[src/rtl/ea_pkg.sv]
package ea_pkg;
  localparam int unsigned BYTE_W  = 8;
  localparam int unsigned WORD_W  = 2 * BYTE_W;
  localparam int unsigned ADDR_W  = 3 * BYTE_W;
  localparam int unsigned MODE_W  = 4;
  localparam int unsigned CNT_W   = 2;
  localparam int unsigned N_IDX   = 2;

  typedef enum logic [MODE_W-1:0] {
    EA_ABS_DATA   = 4'd0,
    EA_ABS_CTRL   = 4'd1,
    EA_ABS_X      = 4'd2,
    EA_ABS_Y      = 4'd3,
    EA_LONG       = 4'd4,
    EA_LONG_X     = 4'd5,
    EA_DP         = 4'd6,
    EA_DP_X       = 4'd7,
    EA_DP_Y       = 4'd8,
    EA_DP_IND     = 4'd9,
    EA_DP_IND_Y   = 4'd10,
    EA_DP_INDL    = 4'd11,
    EA_DP_INDL_Y  = 4'd12,
    EA_JMP_IND    = 4'd13,
    EA_JMP_IND_X  = 4'd14,
    EA_STK_REL    = 4'd15
  } ea_mode_e;

  typedef enum logic [1:0] {PLOC_DP, PLOC_ABS0, PLOC_ABSX_PB} ploc_e;

  typedef enum logic [2:0] {
    BASE_DB_OP, BASE_PB_OP, BASE_LONG, BASE_DP,
    BASE_SP, BASE_DB_PTR, BASE_PB_PTR, BASE_PTR24
  } base_e;

  typedef enum logic [1:0] {IDX_NONE, IDX_X, IDX_Y} idx_e;

  typedef struct packed {
    logic [CNT_W-1:0] ptr_len;
    ploc_e            ploc;
    base_e            base;
    idx_e             idx;
    logic             in_bank;
  } ea_ctl_t;
endpackage

[src/rtl/ea_mode_dec.sv]
module ea_mode_dec
  import ea_pkg::*;
(
  input  logic [MODE_W-1:0] mode_i,
  output ea_ctl_t           ctl_o
);
  always_comb begin
    ctl_o = '{ptr_len: 2'd0, ploc: PLOC_DP, base: BASE_DB_OP, idx: IDX_NONE, in_bank: 1'b0};
    case (ea_mode_e'(mode_i))
      EA_ABS_DATA:  ctl_o.base = BASE_DB_OP;
      EA_ABS_CTRL:  ctl_o.base = BASE_PB_OP;
      EA_ABS_X:     begin ctl_o.base = BASE_DB_OP; ctl_o.idx = IDX_X; end
      EA_ABS_Y:     begin ctl_o.base = BASE_DB_OP; ctl_o.idx = IDX_Y; end
      EA_LONG:      ctl_o.base = BASE_LONG;
      EA_LONG_X:    begin ctl_o.base = BASE_LONG; ctl_o.idx = IDX_X; end
      EA_DP:        ctl_o.base = BASE_DP;
      EA_DP_X:      begin ctl_o.base = BASE_DP; ctl_o.idx = IDX_X; ctl_o.in_bank = 1'b1; end
      EA_DP_Y:      begin ctl_o.base = BASE_DP; ctl_o.idx = IDX_Y; ctl_o.in_bank = 1'b1; end
      EA_DP_IND:    begin ctl_o.ptr_len = 2'd2; ctl_o.base = BASE_DB_PTR; end
      EA_DP_IND_Y:  begin ctl_o.ptr_len = 2'd2; ctl_o.base = BASE_DB_PTR; ctl_o.idx = IDX_Y; end
      EA_DP_INDL:   begin ctl_o.ptr_len = 2'd3; ctl_o.base = BASE_PTR24; end
      EA_DP_INDL_Y: begin ctl_o.ptr_len = 2'd3; ctl_o.base = BASE_PTR24; ctl_o.idx = IDX_Y; end
      EA_JMP_IND:   begin ctl_o.ptr_len = 2'd2; ctl_o.ploc = PLOC_ABS0; ctl_o.base = BASE_PB_PTR; end
      EA_JMP_IND_X: begin ctl_o.ptr_len = 2'd2; ctl_o.ploc = PLOC_ABSX_PB; ctl_o.base = BASE_PB_PTR; end
      EA_STK_REL:   ctl_o.base = BASE_SP;
      default:      ;
    endcase
  end
endmodule

[src/rtl/ea_idx_mask.sv]
module ea_idx_mask
  import ea_pkg::*;
(
  input  logic [WORD_W-1:0] val_i,
  input  logic              narrow_i,
  output logic [WORD_W-1:0] val_o
);
  assign val_o = narrow_i ? {{(WORD_W-BYTE_W){1'b0}}, val_i[BYTE_W-1:0]} : val_i;
endmodule

[src/rtl/ea_addr_calc.sv]
module ea_addr_calc
  import ea_pkg::*;
(
  input  ea_ctl_t           ctl_i,
  input  logic [ADDR_W-1:0] opnd_i,
  input  logic [WORD_W-1:0] dp_i,
  input  logic [BYTE_W-1:0] dbank_i,
  input  logic [BYTE_W-1:0] pbank_i,
  input  logic [WORD_W-1:0] x_i,
  input  logic [WORD_W-1:0] y_i,
  input  logic [WORD_W-1:0] sp_i,
  input  logic [ADDR_W-1:0] ptr_i,
  output logic [ADDR_W-1:0] ploc_o,
  output logic [ADDR_W-1:0] ea_o
);
  localparam logic [BYTE_W-1:0] BANK0 = '0;

  logic [WORD_W-1:0] op16, op8, dp_sum, sp_sum, idx_val;
  logic [ADDR_W-1:0] base;

  assign op16   = opnd_i[WORD_W-1:0];
  assign op8    = {{(WORD_W-BYTE_W){1'b0}}, opnd_i[BYTE_W-1:0]};
  assign dp_sum = dp_i + op8;
  assign sp_sum = sp_i + op8;

  always_comb begin
    case (ctl_i.ploc)
      PLOC_ABS0:    ploc_o = {BANK0, op16};
      PLOC_ABSX_PB: ploc_o = {pbank_i, op16 + x_i};
      default:      ploc_o = {BANK0, dp_sum};
    endcase
  end

  always_comb begin
    case (ctl_i.base)
      BASE_DB_OP:  base = {dbank_i, op16};
      BASE_PB_OP:  base = {pbank_i, op16};
      BASE_LONG:   base = opnd_i;
      BASE_DP:     base = {BANK0, dp_sum};
      BASE_SP:     base = {BANK0, sp_sum};
      BASE_DB_PTR: base = {dbank_i, ptr_i[WORD_W-1:0]};
      BASE_PB_PTR: base = {pbank_i, ptr_i[WORD_W-1:0]};
      default:     base = ptr_i;
    endcase
  end

  always_comb begin
    case (ctl_i.idx)
      IDX_X:   idx_val = x_i;
      IDX_Y:   idx_val = y_i;
      default: idx_val = '0;
    endcase
  end

  always_comb begin
    if (ctl_i.in_bank)
      ea_o = {base[ADDR_W-1:WORD_W], base[WORD_W-1:0] + idx_val};
    else
      ea_o = base + {{(ADDR_W-WORD_W){1'b0}}, idx_val};
  end
endmodule

[src/rtl/ea_ptr_seq.sv]
module ea_ptr_seq
  import ea_pkg::*;
(
  input  logic              clk_i,
  input  logic              rst_ni,
  input  logic              start_i,
  input  logic [CNT_W-1:0]  len_i,
  input  logic [ADDR_W-1:0] ploc_i,
  input  logic [BYTE_W-1:0] rdata_i,
  output logic              req_o,
  output logic [ADDR_W-1:0] addr_o,
  output logic [ADDR_W-1:0] ptr_o,
  output logic              done_o,
  output logic              idle_o
);
  typedef enum logic [1:0] {S_IDLE, S_FETCH, S_DONE} state_e;

  state_e            state_q;
  logic [CNT_W-1:0]  cnt_q, len_q;
  logic [ADDR_W-1:0] ptr_q;

  always_ff @(posedge clk_i or negedge rst_ni) begin
    if (!rst_ni) begin
      state_q <= S_IDLE;
      cnt_q   <= '0;
      len_q   <= '0;
      ptr_q   <= '0;
    end else begin
      case (state_q)
        S_IDLE: if (start_i) begin
          ptr_q   <= '0;
          cnt_q   <= '0;
          len_q   <= len_i;
          state_q <= (len_i == '0) ? S_DONE : S_FETCH;
        end
        S_FETCH: begin
          ptr_q[cnt_q*BYTE_W +: BYTE_W] <= rdata_i;
          if (cnt_q == len_q - 1'b1) state_q <= S_DONE;
          else                       cnt_q   <= cnt_q + 1'b1;
        end
        default: state_q <= S_IDLE;
      endcase
    end
  end

  assign req_o  = (state_q == S_FETCH);
  assign done_o = (state_q == S_DONE);
  assign idle_o = (state_q == S_IDLE);
  assign ptr_o  = ptr_q;
  // pointer bytes stay in the bank of the first byte
  assign addr_o = {ploc_i[ADDR_W-1:WORD_W], ploc_i[WORD_W-1:0] + WORD_W'(cnt_q)};
endmodule

[src/rtl/ea_gen.sv]
module ea_gen
  import ea_pkg::*;
(
  input  logic              clk_i,
  input  logic              rst_ni,
  input  logic              start_i,
  input  logic [MODE_W-1:0] mode_i,
  input  logic [ADDR_W-1:0] opnd_i,
  input  logic [WORD_W-1:0] dp_i,
  input  logic [BYTE_W-1:0] dbank_i,
  input  logic [BYTE_W-1:0] pbank_i,
  input  logic [WORD_W-1:0] x_i,
  input  logic [WORD_W-1:0] y_i,
  input  logic [WORD_W-1:0] sp_i,
  input  logic              idx8_i,
  output logic              mem_req_o,
  output logic [ADDR_W-1:0] mem_addr_o,
  input  logic [BYTE_W-1:0] mem_rdata_i,
  output logic              done_o,
  output logic [ADDR_W-1:0] addr_o
);
  ea_ctl_t           ctl_in, ctl_q;
  logic [ADDR_W-1:0] opnd_q, ptr, ploc;
  logic [WORD_W-1:0] dp_q, sp_q;
  logic [BYTE_W-1:0] db_q, pb_q;
  logic              i8_q, idle, accept;
  logic [WORD_W-1:0] idx_raw [N_IDX];
  logic [WORD_W-1:0] idx_msk [N_IDX];

  assign accept = start_i & idle;

  ea_mode_dec i_dec (.mode_i(mode_i), .ctl_o(ctl_in));

  always_ff @(posedge clk_i or negedge rst_ni) begin
    if (!rst_ni) begin
      ctl_q  <= '0;
      opnd_q <= '0;
      dp_q   <= '0;
      sp_q   <= '0;
      db_q   <= '0;
      pb_q   <= '0;
      i8_q   <= 1'b0;
      for (int i = 0; i < N_IDX; i++) idx_raw[i] <= '0;
    end else if (accept) begin
      ctl_q      <= ctl_in;
      opnd_q     <= opnd_i;
      dp_q       <= dp_i;
      sp_q       <= sp_i;
      db_q       <= dbank_i;
      pb_q       <= pbank_i;
      i8_q       <= idx8_i;
      idx_raw[0] <= x_i;
      idx_raw[1] <= y_i;
    end
  end

  for (genvar gi = 0; gi < N_IDX; gi++) begin : g_idx
    ea_idx_mask i_mask (.val_i(idx_raw[gi]), .narrow_i(i8_q), .val_o(idx_msk[gi]));
  end

  ea_addr_calc i_calc (
    .ctl_i(ctl_q), .opnd_i(opnd_q), .dp_i(dp_q), .dbank_i(db_q), .pbank_i(pb_q),
    .x_i(idx_msk[0]), .y_i(idx_msk[1]), .sp_i(sp_q), .ptr_i(ptr),
    .ploc_o(ploc), .ea_o(addr_o)
  );

  ea_ptr_seq i_seq (
    .clk_i(clk_i), .rst_ni(rst_ni), .start_i(accept), .len_i(ctl_in.ptr_len),
    .ploc_i(ploc), .rdata_i(mem_rdata_i), .req_o(mem_req_o), .addr_o(mem_addr_o),
    .ptr_o(ptr), .done_o(done_o), .idle_o(idle)
  );
endmodule

[config.mk]
export PLATFORM = sky130hd
export DESIGN_NAME = ea_gen
export DESIGN_NICKNAME = d
export VERILOG_FILES = /design/src/rtl/ea_pkg.sv /design/src/rtl/ea_mode_dec.sv /design/src/rtl/ea_idx_mask.sv /design/src/rtl/ea_addr_calc.sv /design/src/rtl/ea_ptr_seq.sv /design/src/rtl/ea_gen.sv
export SDC_FILE = /design/constraint.sdc
export NUM_CORES = 1
export LEC_CHECK = 0
export ABC_AREA = 1
export ABC_CLOCK_PERIOD_IN_PS = 4500
export CAP_MARGIN = 20
export CELL_PAD_IN_SITES_DETAIL_PLACEMENT = 2
export CELL_PAD_IN_SITES_GLOBAL_PLACEMENT = 2
export CORE_UTILIZATION = 30
export DETAILED_ROUTE_END_ITERATION = 7
export PLACE_DENSITY_LB_ADDON = 0.1
export REMOVE_ABC_BUFFERS = 1
export SYNTH_ARGS = -nofsm -noshare
export SYNTH_HDL_FRONTEND = slang
export SYNTH_SLANG_ARGS = --single-unit
[constraint.sdc]
create_clock -name clk_i -period 4.5 [get_ports clk_i]
set_input_delay 0.45 -clock clk_i [delete_from_list [all_inputs] [get_ports clk_i]]
set_output_delay 0.45 -clock clk_i [all_outputs]
set_load 0.1 [all_outputs]
# Word level (Yosys, flattened, before mapping)
# Cells that the tools add are included.
[totals]
reg_bits = 143
output_inout_bits = 50
input_bits = 120
word_cells = 99
[classes]
n_mux = 21
n_addsub = 9
shift = 2
bitwise_logic = 1
n_eq_ne = 31
n_reduce_logical = 19
[ops]
columns = ["cell", "count"]
rows = [
  ["$pmux 24 s7", 1],
  ["$pmux 24 s2", 2],
  ["$mux 24", 2],
  ["$neg 5->34", 1],
  ["$shift 8x34->24 const A", 1],
  ["$shiftx 8x34->24", 1],
  ["$add 16x16->16", 2],
  ["$add 16x8->16", 2],
  ["$eq 4x4->1 const B", 8],
  ["$mux 16", 2],
  ["$pmux 16 s2", 1],
  ["$add 24x16->24", 1],
  ["$bwmux 24", 1],
  ["$pmux 3 s8", 1],
  ["$pmux 2 s2", 5],
  ["$add 16x2->16", 1],
  ["$eq 4x3->1 const B", 4],
  ["$mux 2", 5],
  ["$reduce_or 2->1", 5],
  ["$eq 3x3->1 const B", 3],
  ["$reduce_or 3->1", 3],
  ["$eq 4x2->1 const B", 2],
  ["$reduce_or 4->1", 2],
  ["$eq 2x1->1 const B", 3],
  ["other kinds (17)", 24],
]

# Logic depth before layout (Yosys ltp)
# Gate-level depths: netlist (run 1).
[logic_depth]
ltp_word = 7
depth_mapped = 24

# By module
# Synthesis (run 1) repeated with hierarchy kept, for this count alone.
[unflattened]
cells_unflattened = 1627
area_unflattened_um2 = 11134.4
[modules_own_cells]
columns = ["mod", "seq_area_each_um2", "instances", "cells_per_inst", "area_per_inst_um2"]
rows = [
  ["ea_gen", 2877.8, 1, 500, 4588.2],
  ["ea_addr_calc", 0.0, 1, 811, 4317.9],
  ["ea_ptr_seq", 750.7, 1, 228, 1800.5],
  ["ea_idx_mask", 0.0, 2, 25, 131.4],
  ["ea_mode_dec", 0.0, 1, 38, 165.2],
]

# Worst setup path after synthesis (run 1)
# OpenSTA, ideal clock, no wires.
[synth_timing]
kind = "reg-to-output"
startpoint = "reg opnd_q[0]"
endpoint = "out addr_o[21]"
required_time_ns = 4.050
path_slack_ns = -0.684
path_stages_with_launch = 23
arrival_time_ns = 4.734
cell_sequence = "dfrtp_1 -> ha_1 -> inv_1 -> fa_1 -> or2_1 -> nor2_1 -> nor2_1 -> o21ai_2 -> nand3_1 -> nor2_1 -> nand2_1 -> nand3_1 -> nand3_1 -> o21ai_0 -> inv_1 -> ha_1 -> a21o_1 -> a21boi_0 -> o21ai_0 -> a21oi_1 -> o21ai_4 -> nand3_1 -> xor2_1"
[synth_between]
elab_chain_len = 4
word_cells_on_any_way = 5
cone_classes = "add/sub: 3; mux: 2"
[synth_rtl]
columns = ["item", "line", "rtl"]
rows = [
  ["start: declaration", "ea_gen.sv:23", "logic [ADDR_W-1:0] opnd_q, ptr, ploc;"],
  ["start signal: assignment", "ea_gen.sv:46", "opnd_q <= opnd_i;"],
  ["$add 16x8->16 (on tied branches)", "ea_addr_calc.sv:24, ea_addr_calc.sv:23", ""],
  ["$pmux 24 s7 (*)", "ea_addr_calc.sv:35", "case (ctl_i.base)"],
  ["$add 24x16->24 (*)", "ea_addr_calc.sv:59", "ea_o = base + {{(ADDR_W-WORD_W){1'b0}}, idx_val};"],
  ["$mux 24 (*)", "ea_addr_calc.sv:56", "if (ctl_i.in_bank)"],
  ["end: declaration", "ea_gen.sv:20", "output logic [ADDR_W-1:0] addr_o"],
]
# Mark *: on every way between the ends. The rest lies on a longest branch, timed or not.

# Worst setup path in the final report (run 1)
[layout_timing]
startpoint = "reg opnd_q[0]"
endpoint = "out addr_o[19]"
# Same word-level chain as after synthesis.

==> results.md, run 1 <==
- Worst min path class: flip-flop to flip-flop
- Synth async-reset ratio: 100.0%
- Vias: 11.63k
- Final hold vios: 0
- Critical path class: flip-flop to primary output
- Netlist cell types: 53
- Synth area leaders: dfrtp_1, nand2_1, ha_1
- Worst-Skew Late Latency: 0.46 ns
- # H-tree levels: 4
- Dominant cell by count in the synthesized netlist: nand2_1
- ANT nets after route: 0
- Gpl congestion: 0.8730
- Top cells by count, synth: nand2_1, inv_1, dfrtp_1
- Total number of yosys warnings: 0
- Primary FF master, synth: dfrtp_1
- Synth Cell Area: 10,580 um2
- Slew of the pin with the lowest slew margin: 0.9785 ns
- Status: finished with violations
- R2R setup slack: 2.23 ns
- Number of global-route vias before repair: 12.56k
- Max FO, Critical Path: 5
- Share of the synthesized area in the top cell type: 33.82%
- Clk sink count: 143
- Critical Path RT: 4.05 ns
- Die W: 189.8 um
- Place WS: -0.1505 ns
- Placed cell count: 2,187
- Critical Path AT: 4.43 ns
- Core area: 34,630 um2
- Final Hold Slack: 0.4886 ns
- Largest net degree at the start of global routing: 87
- Clk buf depth: 2
- Clock skew: 0.006489 ns
- DRC Markers: 0
- Setup TNS: -3.402 ns
- Pre-antenna DRT Iters: 4
- Final worst setup slack: -0.3825 ns
- CTS buffer count: 17
- Die height: 189.8 um
- Initial antenna violation count: 2
- Final cell count without fillers: 2,255
- Final setup violation count: 16
- CP peak stage delay: 0.39 ns
- Layout area overhead: 41.51%
- Mapped Cells: 1,572
- Worst Setup SP: opnd_q[0]$_DFFE_PN0P_
- Number of DRC markers in iteration 0: 580
- Crit path time final: 4.882 ns
- Nature of the critical path startpoint: flip-flop
- Hold Path Stages: 2
- I/O Pins: 170
- CTS tree: built
- Initial core utilization: 30.55%
- Fmax: 204.8 MHz
- Share of layout cells above drive strength 1: 18.78%
- Failing checks: setup timing
- Nets@finish: 1,968
- Synth area leader: dfrtp_1
- Sequential element share of the synthesized area: 33.82%
- Worst r2r src: i_seq.cnt_q[0]$_DFFE_PN0P_
- Crit share post-route: 108.5%
- First-pass GRT wire length: 70,680 um
- Row cnt: 68
- Avg Cell Area, Syn: 6.730 um2
- Drt via density: 5.158
- Port bufs: 169
- Critical path capture point type: primary output
- Relative slew slack: 34.56%
- Post-synth EDFFs: 0
- GR Overflow Total: 0
- Slew Limit Fails: 0
- GRT Total Usage: 25.88%
- Antenna diodes: 0
- Yosys reg bits: 143
- Hold Crit Start: db_q[4]$_DFFE_PN0P_
- Worst-path cell chain: buf_4, ha_1, fa_2, nand2_1, nand2_1, nand3_2, nand2_2, nand4_1, nand2_1, o21ai_1, nand3_1, o21ai_2, inv_2, ha_4, nand2_2, nor2_4, inv_4, nor3_4, a21oi_4, o21ai_4, and2_4, nand3_2, nand2_2, buf_12
- Critical Path Slowest Stage Cell: dfrtp_1
- Hpwl dp: 35,150 um
- WL final: 48,230 um
- Drt wl/cell: 21.39 um
- Hold Path Sink: db_q[4]$_DFFE_PN0P_
- Clock-pin slew on the worst setup and hold paths: 0.07 ns
- Unrepaired setup endpoints after global routing: true
- Max Cap Viol: 0
- Reg2reg path depth: 5
- Die area: 36,020 um2
- Root Buffer: clkbuf_16
- Reg-to-Reg End: i_seq.ptr_o[4]$_DFFE_PN0P_
-- state kept, by name, summed over array words and instances, names as in the netlist --
register and flops:
ctl_q 8, dp_q 16, i_seq.len_q 2, pb_q 8, i_seq.cnt_q 2, db_q 8, sp_q 16, opnd_q 24
i_seq.ptr_o 24, idx_raw 32, i8_q 1, i_seq.state_q 2
-- final cells by class --
class / count / area, um2
fill: 3976 / 19660
multi-input combinational: 1210 / 7024
sequential: 143 / 3585
timing repair buffer: 242 / 2527
inverter: 173 / 656.9
tap: 455 / 569.3
clock buffer: 19 / 432.9
clock inverter: 13 / 176.4
-- worst max-delay path by stage --
| stage | endpoint | slack, ns | cells past startpoint |
|---|---|---|---|
| 2_1_floorplan | addr_o[21] | -0.69 | 22 |
| 3_3_place_gp | addr_o[21] | -0.002 | 23 |
| 3_5_place_dp | addr_o[21] | -0.15 | 23 |
| 4_1_cts | addr_o[19] | -0.30 | 25 |
| 5_1_grt | addr_o[19] | -0.58 | 24 |
| 6_report | addr_o[19] | -0.38 | 24 |
-- what timing repair did --
item,4_1_cts,5_1_grt
resized for setup,93,120
pin swaps,39,34
setup buffers,15,21
hold endpoints to repair,17,0
hold buffers,1,0
setup endpoints to repair,17,21
-- cells by family after synthesis --
kind of cell | after synthesis | share of synthesized area, %
buffers and inverters | 219 | 7.935
XOR/XNOR | 34 | 2.815
flip-flops | 143 | 33.82
AND/OR/NAND/NOR | 889 | 35.10
AO/OA/AOI/OAI | 226 | 12.76
adder cells (fa/ha/maj) | 61 | 7.569
-- critical path: cells and delay by family, from the launching register on --
family | cells | cell delay, ns
AO/OA/AOI/OAI | 4 | 0.70
adder cells (fa/ha/maj) | 3 | 0.89
buffers and inverters | 4 | 0.46
flip-flops | 1 | 0.39
AND/OR/NAND/NOR | 13 | 1.53
-- cell usage in the layout, fill, tap and decap left out, types with 8 or more instances in the layout --
| master | n |
|---|---|
| nand3b_1 | 10 |
| clkbuf_16 | 19 |
| nor2_4 | 14 |
| dfrtp_1 | 138 |
| a21oi_2 | 10 |
| o21ai_2 | 10 |
| inv_2 | 19 |
| buf_6 | 14 |
| nor2_1 | 68 |
| a22oi_1 | 9 |
| o21ai_0 | 67 |
| nand2_1 | 588 |
| nand3_2 | 11 |
| nand2_4 | 8 |
| ha_4 | 20 |
| buf_4 | 73 |
| ha_1 | 33 |
| nand2_2 | 34 |
| o21ai_1 | 13 |
| clkdlybuf4s50_1 | 128 |
| nand4_1 | 12 |
| nand3_1 | 113 |
| inv_1 | 149 |
| xor2_1 | 15 |
| nor2_2 | 14 |
| buf_12 | 24 |
| a21oi_1 | 65 |
-- through the flow --
stage	utilization, %	instance area (um2)
6_report	43.24	14970
5_1_grt	43.24	14970
4_1_cts	41.18	14260
3_5_place_dp	38.02	13170
3_3_place_gp	38.02	13170
2_1_floorplan	-	10390
-- per-layer routing --
metal  track usage [%]  wire length, um  vias to the layer above  share of wire, %
li1                  -                -                     5469                 -
met5                 0               30                        -             0.062
met3             3.542             1416                       68               2.9
met1             31.93            20770                     5885                43
met2             45.49            24720                      205                51
met4             9.895             1288                        4               2.7
Power of run 1 is not shown: default switching activity piles up to over one toggle a cycle in this logic, so the estimate is an artifact.
==> run 2, diff against run 1 <==
--- a/config.mk
+++ b/config.mk
@@ -5,12 +5,13 @@
 export SDC_FILE = /design/constraint.sdc
 export NUM_CORES = 1
 export LEC_CHECK = 0
-export ABC_AREA = 1
-export ABC_CLOCK_PERIOD_IN_PS = 4500
+export ABC_AREA = 0
+export ABC_CLOCK_PERIOD_IN_PS = 5100
 export CAP_MARGIN = 20
 export CELL_PAD_IN_SITES_DETAIL_PLACEMENT = 2
 export CELL_PAD_IN_SITES_GLOBAL_PLACEMENT = 2
-export CORE_UTILIZATION = 30
+export CORE_MARGIN = 8
+export CORE_UTILIZATION = 32
 export DETAILED_ROUTE_END_ITERATION = 7
 export PLACE_DENSITY_LB_ADDON = 0.1
 export REMOVE_ABC_BUFFERS = 1
==> constraint.sdc (replaced) <==
create_clock -name clk_i -period 5.1 [get_ports clk_i]
set_input_delay 0.51 -clock clk_i [delete_from_list [all_inputs] [get_ports clk_i]]
set_output_delay 0.51 -clock clk_i [all_outputs]
set_load 0.1 [all_outputs]
==> results.md, run 2 <==
- Top cells by count, synth: nand2_1, dfrtp_1, a21oi_1
- Port bufs: 169 (unchanged)
- Worst r2r src: i_seq.state_q[0]$_DFFE_PN0P_
- Final hold vios: 1 (+1)
- Status: finished with violations
- Post-synth EDFFs: 0 (unchanged)
- Critical Path AT: 5.06 ns (+0.63 ns)
- Hpwl dp: 30,850 um (-12%)
- Adder-cell share of the synthesized area: 8.654% (+1.1 points)
- DRC Markers: 0 (unchanged)
- Clock-pin slew on the worst setup and hold paths: 0.07 ns (about the same)
- R2R setup slack: 2.97 ns (+0.74 ns)
- Final worst setup slack: -0.4742 ns (-0.09176 ns)
- Reg-to-Reg End: opnd_q[11]$_DFFE_PN0P_
- Yosys reg bits: 143 (unchanged)
- Final Hold Slack: -0.003458 ns (-0.4921 ns)
- Unrepaired setup endpoints after global routing: true
- First-pass GRT wire length: 64,140 um (-9.2%)
- Mux share of post-synthesis cell area: 0.7508% (+0.75 points)
- Gpl congestion: 0.8528 (-2.3%)
- Largest family of logic cells by synthesized area: simple AND/OR/NAND/NOR gates
- Commonest non-fill, non-tap cells in the layout: nand2_1, dfrtp_1, clkdlybuf4s50_1
- Synth area leaders: dfrtp_1, nand2_1, ha_1
- Most flops, register: idx_raw
- Number of global-route vias before repair: 11.27k (-10%)
- CTS tree: built
- Row cnt: 64 (-5.9%)
- Hold_buf cts: 0 (-1)
- Dominant cell by count in the synthesized netlist: nand2_1
- Clock skew: 0.008620 ns (+0.002131 ns)
- GR Overflow Total: 0 (unchanged)
- Netlist cell types: 71 (+34%)
- Final setup violation count: 11 (-5)
- Root Buffer: clkbuf_16
- Number of DRC markers in iteration 0: 417 (-28%)
- Antenna diodes: 0 (unchanged)
- Layout area overhead: 38.93%
- Fmax: 179.4 MHz
- Die height: 191.3 um (+0.79%)
- Commonest non-fill, non-tap cell in the layout: nand2_1
- Synth area leader: dfrtp_1
- Flip-flop and latch area: 3578 um2 (-0.17%)
- Place WS: -0.4416 ns (-0.2911 ns)
- Worst min path class: primary input to async pin
- Total number of yosys warnings: 0 (unchanged)
- Failing checks: hold timing, setup timing
- Relative slew slack: 32.27% (-2.3 points)
- Share of layout cells above drive strength 1: 16.07% (-2.7 points)
- CTS buffer count: 17 (unchanged)
- I/O Pins: 170 (unchanged)
- Placed cell count: 1,808 (-17%)
- Mapped Cells: 1,224 (-22%)
- Crit path time final: 5.574 ns
- Pre-antenna DRT Iters: 5 (+1)
- Worst-Skew Late Latency: 0.43 ns (-0.03 ns)
- # fillers: 3,359 (-16%)
- WL final: 40,630 um (-16%)
- Critical path class: flip-flop to primary output
- Avg Cell Area, Syn: 8.033 um2 (+19%)
- Initial core utilization: 32.31% (+1.8 points)
- Synth Cell Area: 9832 um2 (-7.1%)
- Max Cap Viol: 0 (unchanged)
- Clk buf depth: 2 (unchanged)
- Clk sink count: 143 (unchanged)
- Largest net degree at the start of global routing: 63 (-28%)
- Reg2reg path depth: 4 (-1)
- Number of flip-flops in the largest register: 32 (unchanged)
- # H-tree levels: 4 (unchanged)
- Synthesized-area fraction occupied by ao, oa, aoi and oai cells: 19.99% (+7.2 points)
- Slew Limit Fails: 0 (unchanged)
- ANT nets after route: 0 (unchanged)
- GRT Total Usage: 22.39% (-3.5 points)
- Xor/xnor share of the synthesized area: 6.236% (+3.4 points)
- Sequential element share of the synthesized area: 36.40% (+2.6 points)
- Slew of the pin with the lowest slew margin: 1.013 ns (+0.03429 ns)
- Fin util: 44.89% (+1.7 points)
- Simple-gate area share of the yosys netlist: 24.54% (-11 points)
- Critical path capture point type: primary output
- Nature of the critical path startpoint: flip-flop
- Initial antenna violation count: 1 (-1)
- Share of the synthesized area in the top cell type: 36.40% (+2.6 points)
- Critical Path RT: 4.59 ns (+0.54 ns)
- Vias: 9,906 (-15%)
- Die area: 36,590 um2 (+1.6%)
- Primary FF master, synth: dfrtp_1
- Max FO, Critical Path: 3 (-2)
- Core area: 30,430 um2 (-12%)
- Synth async-reset ratio: 100.0% (unchanged)
- Crit share post-route: 109.3%
- Die W: 191.3 um (+0.79%)
- Drt wl/cell: 21.94 um (+2.6%)
- Final cell count without fillers: 1,852 (-18%)
- Nets@finish: 1,624 (-17%)
- Multi-input logic area: 6207 um2 (-12%)
- Drt via density: 5.349 (+3.7%)
run 2: cell count changes after synthesis, moves of 17 or more:
| cell | change |
|---|---|
| o21ai_0 | -23 |
| xnor2_1 | +29 |
| nor2_1 | -22 |
| inv_1 | -136 |
| nand2_1 | -233 |
| nand2b_1 | +17 |
| nand2_2 | -17 |
| a22o_1 | +26 |
| clkbuf_1 | +28 |
| nand3_1 | -104 |
run 2: worst max-delay path, cell delays in order (launching register included):
cell,delay [ns]
dfrtp_1,0.39
ha_2,0.21
buf_4,0.14
buf_4,0.14
a211oi_4,0.27
o21ai_1,0.16
a31o_2,0.28
xnor2_1,0.18
a21oi_2,0.20
o21ai_0,0.13
a311oi_1,0.35
ha_1,0.26
buf_4,0.15
nand2_1,0.04
a21boi_0,0.17
a311o_1,0.20
a31oi_2,0.12
o211ai_1,0.33
nand2_2,0.15
or3_4,0.38
xor2_4,0.17
buf_12,0.20
run 2: logic make-up (layout without fill, tap and decap cells):
kind of cell / after synthesis / in the layout
and+or+nand+nor: 556 / 556
DFF: 143 / 143
xor gates and xnor gates: 70 / 70
adders and majority gates: 66 / 66
AOI/OAI and AO/OA: 294 / 294
muxes: 6 / 6
buffers and inverters: 89 / 321
run 2: how the worst max path moves through the flow:
stage	endpoint	slack [ns]	start	cells past startpoint
2_1_floorplan	i_seq.ptr_o[0]$_DFFE_PN0P_	-2.80	start_i	3
3_3_place_gp	addr_o[18]	-0.18	dp_q[0]$_DFFE_PN0P_	21
3_5_place_dp	addr_o[21]	-0.44	dp_q[0]$_DFFE_PN0P_	23
4_1_cts	addr_o[23]	-0.40	dp_q[0]$_DFFE_PN0P_	23
5_1_grt	addr_o[21]	-0.74	dp_q[0]$_DFFE_PN0P_	23
6_report	addr_o[21]	-0.47	dp_q[0]$_DFFE_PN0P_	21
run 2: layer usage:
metal | track usage, % | wire, um
met1 | 28.41 | 18120
met2 | 39.03 | 20500
met3 | 3.831 | 1386
met4 | 5.329 | 605
met5 | 0 | 16
run 2: per-stage QoR:
step | hold WS (ns) | cell area, um2 | TNS [ns]
finish | -0.003458 | 13660 | -3.358
floorplan | 0.2144 | 9588 | -254.66
CTS | 0.002541 | 13510 | -3.640
detailed placement | 0.4660 | 12610 | -3.290
global placement | 0.4591 | 12610 | -1.072
global route | 0.02406 | 13660 | -6.791
run 2: area by class of cell:
| class | count | area share (%) |
|---|---|---|
| clock buffer | 18 | 3.215 |
| tap | 396 | 3.627 |
| multi-input combinational | 992 | 45.44 |
| inverter | 25 | 0.6870 |
| clock inverter | 14 | 1.246 |
| timing repair buffer | 264 | 19.58 |
| sequential | 143 | 26.20 |
run 2: repair_timing:
item,in CTS,in global routing
resized for setup,51,24
buffers inserted,10,5
hold endpoints to repair,0,0
pin swaps,25,14
endpoints found under the setup margin,16,18
Power of run 2 is left out for the same reason.
==> run 3, diff against run 2 <==
--- a/config.mk
+++ b/config.mk
@@ -13,6 +13,7 @@
 export CORE_MARGIN = 8
 export CORE_UTILIZATION = 32
 export DETAILED_ROUTE_END_ITERATION = 7
+export MAX_ROUTING_LAYER = met4
 export PLACE_DENSITY_LB_ADDON = 0.1
 export REMOVE_ABC_BUFFERS = 1
 export SYNTH_ARGS = -nofsm -noshare
==> results.md, run 3 (same netlist as run 2, synthesis figures left out) <==
- Clock-pin slew on the worst setup and hold paths: 0.07 ns (about the same)
- Clk buf depth: 2 (unchanged)
- # H-tree levels: 4 (unchanged)
- Commonest non-fill, non-tap cell in the layout: nand2_1
- Max Used Layer: met4
- Critical path class: flip-flop to primary output
- Worst-path cell chain: ha_2, buf_4, buf_4, a211oi_4, o21ai_1, a31o_2, xnor2_1, a21oi_2, o21ai_0, a311oi_1, ha_1, buf_4, nand2_1, a21boi_0, a311o_1, a31oi_2, o211ai_1, nand2_2, or3_4, xor2_4, buf_12
- Placed cell count: 1,808 (unchanged)
- Share of layout cells above drive strength 1: 16.07% (unchanged)
- ANT nets after route: 0 (unchanged)
- Row cnt: 64 (unchanged)
- Final cell count without fillers: 1,854 (+0.11%)
- Crit path time final: 5.564 ns (-0.009904 ns)
- Reg2reg path depth: 4 (unchanged)
- Crit share post-route: 109.1% (-0.19 points)
- Failing checks: hold timing, setup timing
- Core area: 30,430 um2 (unchanged)
- Slew of the pin with the lowest slew margin: 1.012 ns (-0.0003252 ns)
- Initial antenna violation count: 1 (unchanged)
- Clk sink count: 143 (unchanged)
- Critical Path Slowest Stage Cell: dfrtp_1
- Hold_buf cts: 0 (unchanged)
- Unrepaired setup endpoints after global routing: true
- Routed length on met3: 1267 um (-8.6%)
- Largest net degree at the start of global routing: 63 (unchanged)
- Root Buffer: clkbuf_16
- CTS buffer count: 17 (unchanged)
- Hpwl dp: 30,850 um (unchanged)
- Met2 WL: 20,450 um (-0.24%)
- Status: finished with violations
- Number of flip-flops in the largest register: 32 (unchanged)
- I/O Pins: 170 (unchanged)
- Drt via density: 5.339 (-0.19%)
- Die height: 191.3 um (unchanged)
- Worst min path class: primary input to async pin
- Post-DP Area: 12,610 um2 (unchanged)
- WL met1: 18,210 um (+0.51%)
- Max FO, Critical Path: 3 (unchanged)
- DRC Markers: 0 (unchanged)
- Vias: 9,898 (-0.081%)
- Reg-to-Reg End: pb_q[6]$_DFFE_PN0P_
- Max Cap Viol: 0 (unchanged)
- Die area: 36,590 um2 (unchanged)
- Initial core utilization: 32.31% (unchanged)
- GRT Total Usage: 23.04% (+0.65 points)
- Critical path capture point type: primary output
- Number of DRC markers in iteration 0: 402 (-3.6%)
- Final worst setup slack: -0.4643 ns (+0.009904 ns)
- Critical Path RT: 4.59 ns (about the same)
- Nature of the critical path startpoint: flip-flop
- Die W: 191.3 um (unchanged)
- GR Overflow Total: 0 (unchanged)
- First-pass GRT wire length: 64,210 um (+0.11%)
- Critical path's most frequent cell: buf_4
- Fmax: 179.7 MHz (+0.18%)
- Final Hold Slack: -0.004782 ns (-0.001324 ns)
- Critical Path AT: 5.05 ns (about the same)
- Layout area overhead: 38.98% (about the same)
- Relative slew slack: 32.29% (about the same)
- Worst-Skew Late Latency: 0.44 ns (about the same)
- Design Area, Final: 13,660 um2 (about the same)
- Final hold vios: 1 (unchanged)
- CTS tree: built
- CP peak stage delay: 0.39 ns (about the same)
- Worst r2r src: i_seq.state_q[0]$_DFFE_PN0P_
- Pre-antenna DRT Iters: 5 (unchanged)
- R2R setup slack: 2.96 ns (about the same)
- Slew Limit Fails: 0 (unchanged)
- # fillers: 3,359 (unchanged)
- Commonest non-fill, non-tap cells in the layout: nand2_1, dfrtp_1, clkdlybuf4s50_1
- Clock skew: 0.007434 ns (-0.001186 ns)
- Most flops, register: idx_raw
- Gpl congestion: 0.8648 (+1.4%)
- Nets@finish: 1,624 (unchanged)
- WL final: 40,550 um (-0.20%)
- Port bufs: 169 (unchanged)
- Number of global-route vias before repair: 11.26k (-0.080%)
- Drt wl/cell: 21.87 um (-0.31%)
- Final setup violation count: 11 (unchanged)
run 3: cell types whose count changed in the layout (fill, tap and decap cells not counted):
cell,previous run,this run
diode_2,0,2
run 3: stage by stage:
stage               TNS (ns)  util (%)  hold WS (ns)  worst slack [ns]
floorplan            -254.66         -        0.2144            -2.801
global placement      -1.072     41.44        0.4591           -0.1767
detailed placement    -3.290     41.44        0.4660           -0.4416
CTS                   -3.640     44.39      0.002541           -0.4049
global route          -6.761     44.90       0.02644           -0.7352
finish                -3.311     44.91     -0.004782           -0.4643
run 3: repair_timing:
item | CTS | global route
setup buffers | 10 | 5
cloned | 0 | 0
endpoints found under the setup margin | 16 | 18
gates resized for setup | 51 | 24
pin swaps | 25 | 14
run 3: critical path, delay by kind of cell (launching register included):
| kind | cells | cell delay (ns) |
|---|---|---|
| XOR/XNOR | 2 | 0.35 |
| AO/OA/AOI/OAI | 10 | 2.19 |
| adder cells (fa/ha/maj) | 2 | 0.47 |
| buffers and inverters | 4 | 0.63 |
| AND/OR/NAND/NOR | 3 | 0.57 |
| flip-flops | 1 | 0.39 |
run 3: worst max-delay path by stage:
stage | slack (ns) | cells past startpoint | start | endpoint
floorplan | -2.80 | 3 | start_i | i_seq.ptr_o[0]$_DFFE_PN0P_
global placement | -0.18 | 21 | dp_q[0]$_DFFE_PN0P_ | addr_o[18]
detailed placement | -0.44 | 23 | dp_q[0]$_DFFE_PN0P_ | addr_o[21]
CTS | -0.40 | 23 | dp_q[0]$_DFFE_PN0P_ | addr_o[23]
global route | -0.74 | 23 | dp_q[0]$_DFFE_PN0P_ | addr_o[21]
finish | -0.46 | 21 | dp_q[0]$_DFFE_PN0P_ | addr_o[21]
run 3: final cells by class:
class	count	area [um2]	share of cell area [%]
Clock inverter	14	170.2	1.245
Multi-Input combinational cell	992	6207	45.43
Clock buffer	18	439.2	3.214
Tap cell	396	495.5	3.626
Inverter	25	93.84	0.6867
Timing Repair Buffer	264	2675	19.58
Sequential cell	143	3578	26.19
Antenna cell	2	5.005	0.03663
run 3: layer usage:
layer / vias to the layer above / global-route usage (%)
li1: 4656 / -
met1: 5050 / 28.48
met2: 149 / 39.06
met3: 43 / 3.594
met4: 0 / 5.477
met5: - / -
Power of run 3 is left out for the same reason.
